===== src/rtl/wprot_pkg.sv =====
// Shared definitions for the EEPROM write protection controller.
// Assumes an 8-bit configuration register with the bit positions below.
package wprot_pkg;
    typedef enum logic [1:0] {
        TGT_MAIN = 2'b00,
        TGT_OTP  = 2'b01,
        TGT_CFG  = 2'b10,
        TGT_NONE = 2'b11
    } wr_tgt_e;

    localparam int CFG_W      = 8;
    localparam int CFG_LOCK   = 7;  // guard-pin lock bit
    localparam int CFG_POL    = 6;  // write-control polarity bit
    localparam int CFG_CODE_L = 2;  // low bit of the 3-bit region code
    localparam int CODE_W     = 3;
    localparam logic [CFG_W-1:0] CFG_KEEP = 8'hDC;  // writable bits
endpackage


===== src/rtl/wprot_cfg_reg.sv =====
// Configuration register. It loads the masked write data on a granted
// strobe and clears on a synchronous active-low reset. The caller
// decides whether a write is granted.
module wprot_cfg_reg
    import wprot_pkg::*;
(
    input  logic             clk,
    input  logic             rst_n,
    input  logic             load,
    input  logic [CFG_W-1:0] din,
    output logic [CFG_W-1:0] q
);
    // Holds the register; discarded bits are forced to zero on load.
    always_ff @(posedge clk) begin
        if (!rst_n)    q <= '0;
        else if (load) q <= din & CFG_KEEP;
    end

    // unused bits never read back as 1
    a_r8_unused_zero: assert property (@(posedge clk) disable iff (!rst_n)
        (q & ~CFG_KEEP) == '0);
    // without a load the register keeps its value
    a_r10_cfg_hold: assert property (@(posedge clk) disable iff (!rst_n)
        !load |=> $stable(q));
endmodule


===== src/rtl/wprot_otp_flag.sv =====
// Sticky flag that marks the OTP page as consumed. It is set by a
// granted OTP write and cleared only by the manufacturing reset.
module wprot_otp_flag (
    input  logic clk,
    input  logic mfg_rst_n,
    input  logic set_en,
    output logic used
);
    // Records the first accepted OTP write.
    always_ff @(posedge clk) begin
        if (!mfg_rst_n)  used <= 1'b0;
        else if (set_en) used <= 1'b1;
    end

    // once set, the flag stays set until a manufacturing reset
    a_r9_sticky: assert property (@(posedge clk) disable iff (!mfg_rst_n)
        used |=> used);
    // a set request always leaves the flag set
    a_r7_set: assert property (@(posedge clk) disable iff (!mfg_rst_n)
        set_en |=> used);
endmodule


===== src/rtl/wprot_lock_decode.sv =====
// Region decoder. A non-zero code k locks the addresses below
// 2**(BASE_LOG2-1+k). A code that reaches ADDR_W locks the whole array.
// Assumes BASE_LOG2-1+7 >= ADDR_W so that the top code covers all.
module wprot_lock_decode #(
    parameter int ADDR_W    = 15,
    parameter int CODE_W    = 3,
    parameter int BASE_LOG2 = 9
) (
    input  logic [CODE_W-1:0] code,
    input  logic [ADDR_W-1:0] addr,
    output logic              locked
);
    localparam int SH_W = $clog2(ADDR_W + (1 << CODE_W) + BASE_LOG2) + 1;

    logic [SH_W-1:0] shift;

    // Address is locked when nothing remains above the region limit.
    always_comb begin
        shift  = SH_W'(BASE_LOG2 - 1) + SH_W'(code);
        locked = (code != '0) && ((addr >> shift) == '0);
    end
endmodule


===== src/rtl/eeprom_wprot.sv =====
// EEPROM write protection controller top. It combines the pin polarity,
// the guard lock, the region lock and the OTP flag into a combinational
// grant. The state elements update only on granted strobes.
module eeprom_wprot
    import wprot_pkg::*;
#(
    parameter int ADDR_W    = 15,
    parameter int BASE_LOG2 = 9
) (
    input  logic              clk,
    input  logic              rst_n,
    input  logic              mfg_rst_n,
    input  logic              wc_pin,
    input  logic              guard_pin,
    input  logic              wr_req,
    input  logic [1:0]        wr_tgt,
    input  logic [ADDR_W-1:0] wr_addr,
    input  logic [CFG_W-1:0]  wr_data,
    output logic              grant,
    output logic [CFG_W-1:0]  cfg_q,
    output logic              otp_used
);
    wr_tgt_e tgt;
    logic    pin_prot;
    logic    region_lock;
    logic    cfg_open;
    logic    cfg_load;
    logic    otp_set;

    assign tgt = wr_tgt_e'(wr_tgt);

    wprot_lock_decode #(
        .ADDR_W(ADDR_W), .CODE_W(CODE_W), .BASE_LOG2(BASE_LOG2)
    ) u_lock (
        .code  (cfg_q[CFG_CODE_L +: CODE_W]),
        .addr  (wr_addr),
        .locked(region_lock)
    );

    // Computes the grant from the target, pins and stored state.
    always_comb begin
        pin_prot = wc_pin ^ cfg_q[CFG_POL];
        cfg_open = !cfg_q[CFG_LOCK] || guard_pin;
        grant    = 1'b0;
        if (wr_req && !pin_prot) begin
            unique case (tgt)
                TGT_MAIN: grant = !region_lock;
                TGT_OTP:  grant = !otp_used;
                TGT_CFG:  grant = cfg_open;
                default:  grant = 1'b0;
            endcase
        end
        cfg_load = grant && (tgt == TGT_CFG);
        otp_set  = grant && (tgt == TGT_OTP);
    end

    wprot_cfg_reg u_cfg (
        .clk (clk),
        .rst_n(rst_n),
        .load(cfg_load),
        .din (wr_data),
        .q   (cfg_q)
    );

    wprot_otp_flag u_otp (
        .clk      (clk),
        .mfg_rst_n(mfg_rst_n),
        .set_en   (otp_set),
        .used     (otp_used)
    );

    // the pin in its protecting level denies everything
    a_r3_pin_denies: assert property (@(posedge clk) disable iff (!rst_n)
        (wc_pin ^ cfg_q[CFG_POL]) |-> !grant);
    // with code 111 no main-array write is granted
    a_r6_full_lock: assert property (@(posedge clk) disable iff (!rst_n)
        (wr_tgt == 2'b00 && cfg_q[4:2] == 3'b111) |-> !grant);
    // a consumed OTP page is never granted again
    a_r7_otp_once: assert property (@(posedge clk) disable iff (!mfg_rst_n)
        (otp_used && wr_tgt == 2'b01) |-> !grant);
    // a locked register with a low guard pin refuses configuration writes
    a_r4_guard: assert property (@(posedge clk) disable iff (!rst_n)
        (cfg_q[7] && !guard_pin && wr_tgt == 2'b10) |-> !grant);
    // no grant without a strobe, and none for the reserved target
    a_r10_no_strobe: assert property (@(posedge clk) disable iff (!rst_n)
        (!wr_req || wr_tgt == 2'b11) |-> !grant);
endmodule


===== config.mk =====
export PLATFORM = sky130hd
export DESIGN_NAME = eeprom_wprot
export DESIGN_NICKNAME = d
export VERILOG_FILES = /design/src/rtl/wprot_pkg.sv /design/src/rtl/wprot_cfg_reg.sv /design/src/rtl/wprot_otp_flag.sv /design/src/rtl/wprot_lock_decode.sv /design/src/rtl/eeprom_wprot.sv
export SDC_FILE = /design/constraint.sdc
export NUM_CORES = 1
export LEC_CHECK = 0
export ABC_AREA = 1
export ABC_CLOCK_PERIOD_IN_PS = 1400
export BUFFER_PORTS_ARGS = -buffer_cell sky130_fd_sc_hd__buf_2
export CAP_MARGIN = 20
export CORE_MARGIN = 8
export CORE_UTILIZATION = 35
export CTS_BUF_LIST = sky130_fd_sc_hd__clkbuf_8
export DETAILED_ROUTE_END_ITERATION = 10
export PLACE_DENSITY = 0.77
export SYNTH_ARGS = -nofsm -noshare
export SYNTH_HDL_FRONTEND = slang
export SYNTH_SLANG_ARGS = --single-unit

===== constraint.sdc =====
create_clock -name clk -period 1.4 [get_ports clk]
set_clock_uncertainty 0.1 [all_clocks]
set_input_delay 0.42 -clock clk [delete_from_list [all_inputs] [get_ports clk]]
set_output_delay 0.42 -clock clk [all_outputs]
set_load 0.02 [all_outputs]

==> results by group <==
Status
  – Run status: finished with violations
  – Failing checks: setup timing

Detailed routing
  – Final ANT Viol Nets: 0
  – Post-DR vias/cell: 4.44
  – Number of DRC markers in iteration 0: 5
  – DR pass1 iterations: 4
  – DRC Markers: 0
  – Final WL: 1.22 mm
  – Vias: 577
  – Wire per inst: 9.38 um

Min path
  – Hold path start: mfg_rst_n
  – Hold/Removal Path Class: input pin to register

Yosys
  – Synth cell count leaders: 21 x nand2_1, 18 x inv_1, 12 x nor2_1
  – Cells after Synth: 78
  – Area leader, netlist: dfxtp_1
  – Netlist cell types: 17
  – Simple-gate portion of the synthesized area: 0.451
  – Post-Synth XOR/XNOR Area: 0.0180
  – Post-synthesis cell area: 485 sq um
  – Mapped Avg Cell Area: 6.22 sq um
  – Synth warn: 0
  – Mux contribution to synthesized area: 0
  – Adder-Cell Fraction of Synth Area: 0
  – Dominant cells by area after synthesis: dfxtp_1 25%, nand2_1 16%, inv_1 14%
  – Most frequent cell after synthesis: nand2_1
  – Largest family of logic cells by synthesized area: simple AND/OR/NAND/NOR gates
  – Predominant post-synthesis flop cell: dfxtp_1
  – Compound-cell area share of the yosys netlist: 0.0747
  – Synth async-reset ratio: 0
  – Top cell type's share of synthesized area: 0.247
  – Synthesized flop and latch total: 6
  – EDFF count, synth: 0
  – Sequential fraction of the synthesis area: 0.247

Setup path
  – Worst Setup End Kind: output port
  – Critical Path Start: wr_addr[10]
  – Critical Path Source Type: input pin
  – CP arrival: 1.19 ns
  – CP Data Required Time: 0.88 ns
  – Crit path max fanout: 2
  – Worst r2r src: u_cfg.q[2]
  – FF-to-FF setup slack: -0.02 ns
  – Crit Path Category: input pin to output port

Floorplan
  – DIE WIDTH: 53.2 um
  – IO Count: 41
  – Die height: 53.2 um
  – Die footprint: 0.00284 sq mm
  – Initial Util: 0.373
  – Core region area: 0.00130 sq mm
  – # rows: 13

Run
  – Max-Cap Viols: 0

STA
  – Final setup viols: 6
  – Fmax: 0.583 GHz
  – Min Tclk post-route: 1.71 ns
  – Final setup TNS: -0.386 ns
  – Final period utilization: 1.22
  – Worst setup margin: -0.314 ns
  – Final Hold Fails: 0
  – WHS: 0.342 ns
  – RSZ-0062 raised after global routing: yes
  – Slew Viols, Final: 0

Place
  – DP Worst Slack: -0.436 ns
  – Post-DP HPWL: 1.07 mm
  – Port bufs: 25
  – RePlAce Congestion: 0.699

Power and ir drop
  – Worst VDD drop: 0.608 mV
  – PD cells: 755 mW/mm^2
  – Lkg Pwr: 0.447 nW

Finish
  – Area Growth Syn to Fin: 63.7%
  – Nets@finish: 148
  – Number of diodes: 0
  – Share of cells above drive strength 1: 0.504

Global routing
  – Initial antenna violation count: 0
  – GR Util All Layers: 0.0940
  – Largest net degree at the start of global routing: 8
  – GRT overflow: 0
  – Vias in the first global route: 542
  – First-pass GRT wire length: 1.99 mm

Clock network
  – Clock Path Buffers: 2
  – Cts bufs inserted: 3
  – Clk slew on worst S/H paths: 0.03 ns
  – Worst skew pair latency: 0.22 ns
  – Sink Count: 6
  – CTS root buf: clkbuf_8
  – CTS tree: built
  – CTS HTree Levels: 1
critical path: stages:
cell and delay (ns):
buf_4 0.11, inv_8 0.03, o21ai_1 0.13, nand2_1 0.07, nand2_1 0.07, nand3_2 0.10
a21boi_4 0.14, buf_6 0.13
timing repair:
item / CTS / global route
gates resized for setup: 4 / 7
pin swaps: 3 / 3
hold buffers: 0 / 0
setup buffers: 2 / 0
endpoints found under the hold margin: 0 / 0
setup endpoints to repair: 1 / 8
cell families after synthesis:
| logic type | after synthesis |
|---|---|
| simple gates | 43 |
| flops | 6 |
| buf+inv | 23 |
| compound gates | 4 |
| other cells | 1 |
| xor+xnor | 1 |
layout by cell type (no fill, tap or decap), types with 2 or more instances in the layout:
cell | Yosys | final
buf_4 | 3 | 11
nand4_1 | 5 | 5
nand2_2 | 0 | 4
nor2_1 | 12 | 12
clkbuf_8 | 0 | 3
dfxtp_2 | 0 | 4
inv_2 | 2 | 3
conb_1 | 1 | 3
buf_2 | 0 | 23
nand3_2 | 1 | 2
inv_1 | 18 | 16
dfxtp_1 | 6 | 2
nand2_1 | 21 | 17
registers in the layout (all words and copies together), names as in the netlist:
signal and count:
u_cfg.q 5, u_otp.used 1
through the flow:
step           area (sq um)  utilization  total power, mW  cells
2_1_floorplan           523            -            0.276     80
3_3_place_gp            704        0.541            0.326    125
3_5_place_dp            704        0.541            0.330    125
4_1_cts                 769        0.591            0.603    130
5_1_grt                 795        0.611            0.641    130
6_report                795        0.611            0.600    130
area by class of cell:
class,count,area [sq um]
fillers,130,507
multi-input cells,51,318
repair buffers,35,209
flip-flops and latches,6,125
inverters,20,82.6
clock buffers,3,41.3
well taps,15,18.8
worst paths after layout:
path           endpoint  depth (start not counted)
max               grant                          8
min          u_otp.used                          2
max reg2reg  u_cfg.q[2]                         12
min reg2reg  u_otp.used                          2
report_power, final:
part	internal (mW)	switching (mW)
clock	0.185	0.0732
combinational	0.0726	0.0878
sequential	0.178	0.00369
total	0.435	0.165
routing by layer:
metal,global-route usage,part of all wire
met1,0.0965,0.44
met2,0.148,0.46
met3,0.0308,0.057
met4,0.0840,0.042
met5,0,0
(Power assumes the default switching activity.)
